[src/rtl/rit_pkg.sv]
package rit_pkg;
  localparam int REG_DW  = 16;
  localparam int CNT_W   = 8;
  localparam int SEL_W   = 3;
  localparam int FLAG_BIT = 7;
  localparam int IE_BIT   = 6;
  localparam int CKS_LSB  = 3;

  typedef enum logic [1:0] {
    ADDR_CSR  = 2'd0,
    ADDR_CNT  = 2'd1,
    ADDR_CMP  = 2'd2,
    ADDR_NONE = 2'd3
  } rit_addr_e;

  // log2 of the divide ratio selected by a clock-select code (code 0 unused)
  function automatic int div_shift(input int code);
    if (code <= 4) return 2 * code;
    else           return code + 5;
  endfunction
endpackage

[src/rtl/rit_prescaler.sv]
module rit_prescaler #(
  parameter int SEL_W = rit_pkg::SEL_W
) (
  input  logic             clk,
  input  logic             rst_n,
  input  logic [SEL_W-1:0] sel,
  output logic             tick
);
  localparam int NSEL  = 2 ** SEL_W;
  localparam int DIV_W = rit_pkg::div_shift(NSEL - 1);

  logic [DIV_W-1:0] div_q;
  logic [NSEL-1:0]  hit;

  always_ff @(posedge clk or negedge rst_n) begin
    if (!rst_n) div_q <= '0;
    else        div_q <= div_q + 1'b1;
  end

  assign hit[0] = 1'b0;
  for (genvar g = 1; g < NSEL; g++) begin : g_tap
    localparam int SH = rit_pkg::div_shift(g);
    assign hit[g] = &div_q[SH-1:0];
  end

  assign tick = hit[sel];
endmodule

[src/rtl/rit_csr.sv]
module rit_csr #(
  parameter int SEL_W = rit_pkg::SEL_W
) (
  input  logic             clk,
  input  logic             rst_n,
  input  logic             wr_en,
  input  logic             wr_flag,
  input  logic             wr_ie,
  input  logic [SEL_W-1:0] wr_cks,
  input  logic             set_evt,
  output logic             flag,
  output logic             ie,
  output logic [SEL_W-1:0] cks
);
  always_ff @(posedge clk or negedge rst_n) begin
    if (!rst_n) begin
      flag <= 1'b0;
      ie   <= 1'b0;
      cks  <= '0;
    end else begin
      if (set_evt)                flag <= 1'b1;
      else if (wr_en && !wr_flag) flag <= 1'b0;
      if (wr_en) begin
        ie  <= wr_ie;
        cks <= wr_cks;
      end
    end
  end
endmodule

[src/rtl/rit_count.sv]
module rit_count #(
  parameter int CNT_W = rit_pkg::CNT_W
) (
  input  logic             clk,
  input  logic             rst_n,
  input  logic             tick,
  input  logic             cnt_wr,
  input  logic             cmp_wr,
  input  logic [CNT_W-1:0] wdata,
  output logic [CNT_W-1:0] cnt_q,
  output logic [CNT_W-1:0] cmp_q,
  output logic             match_evt,
  output logic             match_pulse
);
  assign match_evt = tick && !cnt_wr && (cnt_q == cmp_q);

  always_ff @(posedge clk or negedge rst_n) begin
    if (!rst_n) begin
      cnt_q       <= '0;
      cmp_q       <= '0;
      match_pulse <= 1'b0;
    end else begin
      match_pulse <= match_evt;
      if (cnt_wr)         cnt_q <= wdata;
      else if (match_evt) cnt_q <= '0;
      else if (tick)      cnt_q <= cnt_q + 1'b1;
      if (cmp_wr) cmp_q <= wdata;
    end
  end
endmodule

[src/rtl/refresh_interval_timer.sv]
module refresh_interval_timer #(
  parameter int REG_DW = rit_pkg::REG_DW,
  parameter int CNT_W  = rit_pkg::CNT_W,
  parameter int SEL_W  = rit_pkg::SEL_W
) (
  input  logic              clk,
  input  logic              rst_n,
  input  logic [1:0]        reg_sel,
  input  logic              reg_wr,
  input  logic [REG_DW-1:0] reg_wdata,
  output logic [REG_DW-1:0] reg_rdata,
  output logic              match_pulse,
  output logic              irq
);
  import rit_pkg::*;

  localparam int CKS_MSB = CKS_LSB + SEL_W - 1;

  logic             csr_wr, cnt_wr, cmp_wr;
  logic             tick, set_evt;
  logic             flag_q, ie_q;
  logic [SEL_W-1:0] cks_q;
  logic [CNT_W-1:0] cnt_q, cmp_q;
  logic             unused_wbits;

  assign csr_wr = reg_wr && (reg_sel == ADDR_CSR);
  assign cnt_wr = reg_wr && (reg_sel == ADDR_CNT);
  assign cmp_wr = reg_wr && (reg_sel == ADDR_CMP);
  assign unused_wbits = ^{reg_wdata[REG_DW-1:IE_BIT+2], reg_wdata[CKS_LSB-1:0],
                          reg_wdata[REG_DW-1:CNT_W]};

  rit_prescaler #(.SEL_W(SEL_W)) u_pre (
    .clk(clk), .rst_n(rst_n), .sel(cks_q), .tick(tick)
  );

  rit_count #(.CNT_W(CNT_W)) u_cnt (
    .clk(clk), .rst_n(rst_n), .tick(tick), .cnt_wr(cnt_wr), .cmp_wr(cmp_wr),
    .wdata(reg_wdata[CNT_W-1:0]), .cnt_q(cnt_q), .cmp_q(cmp_q),
    .match_evt(set_evt), .match_pulse(match_pulse)
  );

  rit_csr #(.SEL_W(SEL_W)) u_csr (
    .clk(clk), .rst_n(rst_n), .wr_en(csr_wr),
    .wr_flag(reg_wdata[FLAG_BIT]), .wr_ie(reg_wdata[IE_BIT]),
    .wr_cks(reg_wdata[CKS_MSB:CKS_LSB]), .set_evt(set_evt),
    .flag(flag_q), .ie(ie_q), .cks(cks_q)
  );

  assign irq = flag_q && ie_q;

  always_comb begin
    reg_rdata = '0;
    unique case (reg_sel)
      ADDR_CSR: begin
        reg_rdata[FLAG_BIT]        = flag_q;
        reg_rdata[IE_BIT]          = ie_q;
        reg_rdata[CKS_MSB:CKS_LSB] = cks_q;
      end
      ADDR_CNT:  reg_rdata[CNT_W-1:0] = cnt_q;
      ADDR_CMP:  reg_rdata[CNT_W-1:0] = cmp_q;
      default:   reg_rdata = '0;
    endcase
  end
endmodule

[config.mk]
export PLATFORM = sky130hd
export DESIGN_NAME = refresh_interval_timer
export DESIGN_NICKNAME = d
export VERILOG_FILES = /design/src/rtl/rit_pkg.sv /design/src/rtl/rit_prescaler.sv /design/src/rtl/rit_csr.sv /design/src/rtl/rit_count.sv /design/src/rtl/refresh_interval_timer.sv
export SDC_FILE = /design/constraint.sdc
export NUM_CORES = 1
export LEC_CHECK = 0
export BUFFER_PORTS_ARGS = -buffer_cell sky130_fd_sc_hd__buf_2
export CAP_MARGIN = 20
export CORE_MARGIN = 5
export CORE_UTILIZATION = 40
export DETAILED_ROUTE_END_ITERATION = 8
export GPL_TIMING_DRIVEN = 0
export PLACE_DENSITY_LB_ADDON = 0.1
export SYNTH_ARGS = -nofsm -noshare
export SYNTH_HDL_FRONTEND = slang
export SYNTH_SLANG_ARGS = --single-unit
[constraint.sdc]
create_clock -name clk -period 1.8 [get_ports clk]
set_input_delay 0.09 -clock clk [delete_from_list [all_inputs] [get_ports clk]]
set_output_delay 0.09 -clock clk [all_outputs]
set_load 0.02 [all_outputs]
==> impl_results.md <==
- Ys async rst share: 1.00
- TritonCTS Buffers: 5
- Final Wtd Congestion: 0.846
- Final Critical Period: 1.75 ns
- Psw: 0.741 mW
- Sw Ratio: 0.303
- Drt via density: 5.22
- Share of layout cells above drive strength 1: 0.335
- Reg2reg end: u_cnt.cnt_q[5]$_DFFE_PN0P_
- Final max-slew violation count: 0
- H-tree depth: 2
- Sink Count: 34
- Storage element area: 852 um2
- Crit path launch: u_pre.div_q[0]$_DFF_PN0_
- Synthesis-to-finish area growth: 25.6%
- Endpoints failing hold: 0
- Xor/xnor cell area share of the yosys netlist: 0.0801
- Initial antenna violation count: 0
- Sequential share of power: 0.409
- Cell family with most CP delay: compound AO/OA/AOI/OAI gates
- Crit-path max cell delay: 0.45 ns
- Post-synth cell types: 41
- Main area contributors after synthesis: dfrtp_1 43%, mux2_2 6.9%, xor2_1 4.9%, ha_1 3.8%, nor2_1 3.2%
- CTS tree: yes
- DRC: 0
- Worst path depth: 6
- Gate power share: 0.234
- Hpwl dp: 3220 um
- Overflow after GRT: 0
- Post-synth EDFFs: 0
- Starting DRT DRC Count: 168
- Post-route clock period utilization: 0.975
- CTS Buffer Depth: 2
- Post-synthesis mux area share: 0.0686
- Setup crit start kind: register
- Crit path to: u_cnt.cnt_q[5]$_DFFE_PN0P_
- Main combinational cell family by area after synthesis: simple AND/OR/NAND/NOR gates
- Worst Path Buf+Inv: 0
- Final core utilization: 0.520
- Row cnt: 25
- R2R Setup Slk: 0.05 ns
- Worst-path clk slew: 0.08 ns
- Final Skew: 0.00801 ns
- Fillers: 453
- Gr usage total: 0.158
- IO buf count: 22
- Worst-path cell chain: ha_4 -> and3_4 -> nand3_4 -> o32a_4 -> o21ai_1 -> a31oi_1
- ANT cells: 0
- MaxCap Viol Count: 0
- Ports: 39
- Initial Utilization: 0.414
- Design area: 2470 um2
- Hold path cells: 2
- HP Start: reg_wdata[1]
- Synth Area in Compound Gates: 0.145
- Worst r2r path cells: 6
- Area occupied by multi-input gates: 1100 um2
- Synth warn: 0
- Slew @ Worst Pin: 0.771 ns
- Leak: 1.11 nW
- DR pass1 iterations: 4
- Post-synth top flop: dfrtp_1
- Mean Syn Cell Area: 10.9 um2
- Final nets: 256
- Wire per inst: 15.9 um
- Die Area: 6430 um2
- Setup Viol. Count Final: 0
- Top cell type's share of synthesized area: 0.432
- Cell Area, Placed: 2190 um2
- Root Buffer Master: clkbuf_8
- Maximum VDD drop: 0.507 mV
- Via count: 1,551
- Antenna-violating nets left: 0
- Vias in the first global route: 1,487
- Slowest-stage cell, CP: o32a_4
- Total power: 2.45 mW
- Cells after Synth: 181
- Setup CP Type: reg -> reg
- Int Power: 1.71 mW
- Critical Path AT: 1.90 ns
- Core ar.: 4750 um2
- Setup crit end kind: register
- Seq/Total Area, Yosys: 0.432
- Power per cell area: 989 nW/um2
- Die Span Y: 80.2 um
- Status: finished, final reports clean
- First-pass GRT wire length: 7630 um
- FF+latch count, synth: 34
- Slew Limit Headroom: 0.486
- Die W: 80.2 um
- Max FO, Critical Path: 5
- FF-to-FF Start: u_pre.div_q[0]$_DFF_PN0_
- Worst hold path type: in -> reg
- Leading area contributor after synthesis: dfrtp_1
- Total wire length: 4740 um
- Final hold slack: 0.0512 ns
- Clock power share: 0.357
- WP data required: 1.95 ns
- Worst-Skew Late Latency: 0.29 ns
- Adder-cell share of the synthesized area: 0.0381
- Highest Clock Rate: 0.570 GHz
- Simple-gate portion of the synthesized area: 0.190
- Sum of negative setup slack: 0 ns
- Setup repair after global routing missed its margin: yes
- Synth Cell Area: 1970 um2
- Largest net degree at the start of global routing: 35
-- power by group through the flow --
stage / Clock [mW] / Sequential (mW) / Combinational, mW
detailed placement: 0 / 1.01 / 0.529
finish: 0.874 / 1.00 / 0.572
global placement: 0 / 1.00 / 0.521
floorplan: 0 / 0.971 / 0.408
global route: 0.924 / 1.03 / 0.631
CTS: 0.894 / 0.995 / 0.544
-- worst min-delay path by stage --
stage | end | slack, ns
floorplan | u_cnt.cmp_q[0]$_DFFE_PN0P_ | -0.21
global placement | u_pre.div_q[11]$_DFF_PN0_ | 0.20
detailed placement | u_pre.div_q[8]$_DFF_PN0_ | 0.21
CTS | u_cnt.cmp_q[1]$_DFFE_PN0P_ | 0.04
global route | u_cnt.cmp_q[1]$_DFFE_PN0P_ | 0.05
finish | u_cnt.cmp_q[1]$_DFFE_PN0P_ | 0.05
-- per-layer routing --
layer | track usage | wire [um]
met1 | 0.213 | 2160
met2 | 0.248 | 2250
met3 | 0.0392 | 291
met4 | 0.0507 | 33
met5 | 0 | 0
-- cell usage after synthesis (4+ instances only) --
cell       n
buf_4      8
a31oi_1    7
nand3_1    5
a222oi_1   5
o21ai_0    6
mux2_2    12
xnor2_1    7
ha_1       6
a21oi_1    6
xor2_1    11
nor2_1    17
dfrtp_1   34
nand4b_1   4
nand2_1   10
inv_1      4
-- registers in the layout, summed over array words and instances (netlist names) --
signal,flops
u_csr.flag,1
u_csr.cks,3
u_cnt.match_pulse,1
u_pre.div_q,12
u_csr.ie,1
u_cnt.cmp_q,8
u_cnt.cnt_q,8
-- cell families (layout without fill, tap and decap cells) --
kind of cell | count (synthesis) | in the layout
compound gates | 36 | 37
xor+xnor | 18 | 18
fa+ha+maj | 6 | 6
buf+inv | 15 | 56
flops | 34 | 34
mux | 12 | 12
other cells | 1 | 8
simple gates | 59 | 59
-- repair_timing --
item | 4_1_cts | 5_1_grt
pin swaps | 3 | 4
setup endpoints to repair | 9 | 9
hold buffers | 1 | 0
gates cloned | 0 | 1
endpoints found under the hold margin | 34 | 0
setup buffers | 3 | 7
gates resized for setup | 1 | 10
-- cell usage in the layout, fill, tap and decap left out, types with 3 or more instances in the layout --
master    instances
mux2_2           12
nand2b_1          3
a22oi_1           3
ha_1              5
clkbuf_1          3
a21oi_1           6
clkbuf_8          6
nand3_1           5
inv_1             4
xnor2_1           7
and3_1            3
o21ai_1           4
conb_1            8
dfrtp_1          33
nor2b_1           3
xor2_1           11
a222oi_1          5
buf_4            17
nand2_1           9
nand4b_1          4
nor2_1           17
a31oi_1           7
buf_2            22
-- area by class of cell --
class,count,area share
clock buffers,6,0.0334
multi-input cells,140,0.445
clock inverters,2,0.0243
plain buffers,11,0.0288
inverters,4,0.00607
well taps,67,0.0339
flip-flops and latches,34,0.344
repair buffers,33,0.0840
-- metrics by stage --
stage                     std cells  worst slack (ns)
final                           297            0.0457
after global routing            297           -0.0152
after CTS                       289            0.0216
after detailed placement        277           -0.0888
after global placement          277           -0.0471
after floorplan                 188             0.101
-- worst register-to-register path: cells and delay by family, from the launching register on --
| family | cells | cell delay, ns |
|---|---|---|
| AO/OA/AOI/OAI | 3 | 0.71 |
| flip-flops | 1 | 0.40 |
| AND/OR/NAND/NOR | 2 | 0.35 |
| adder cells (fa/ha/maj) | 1 | 0.16 |
Note: power is estimated with default switching activity, not from simulation.
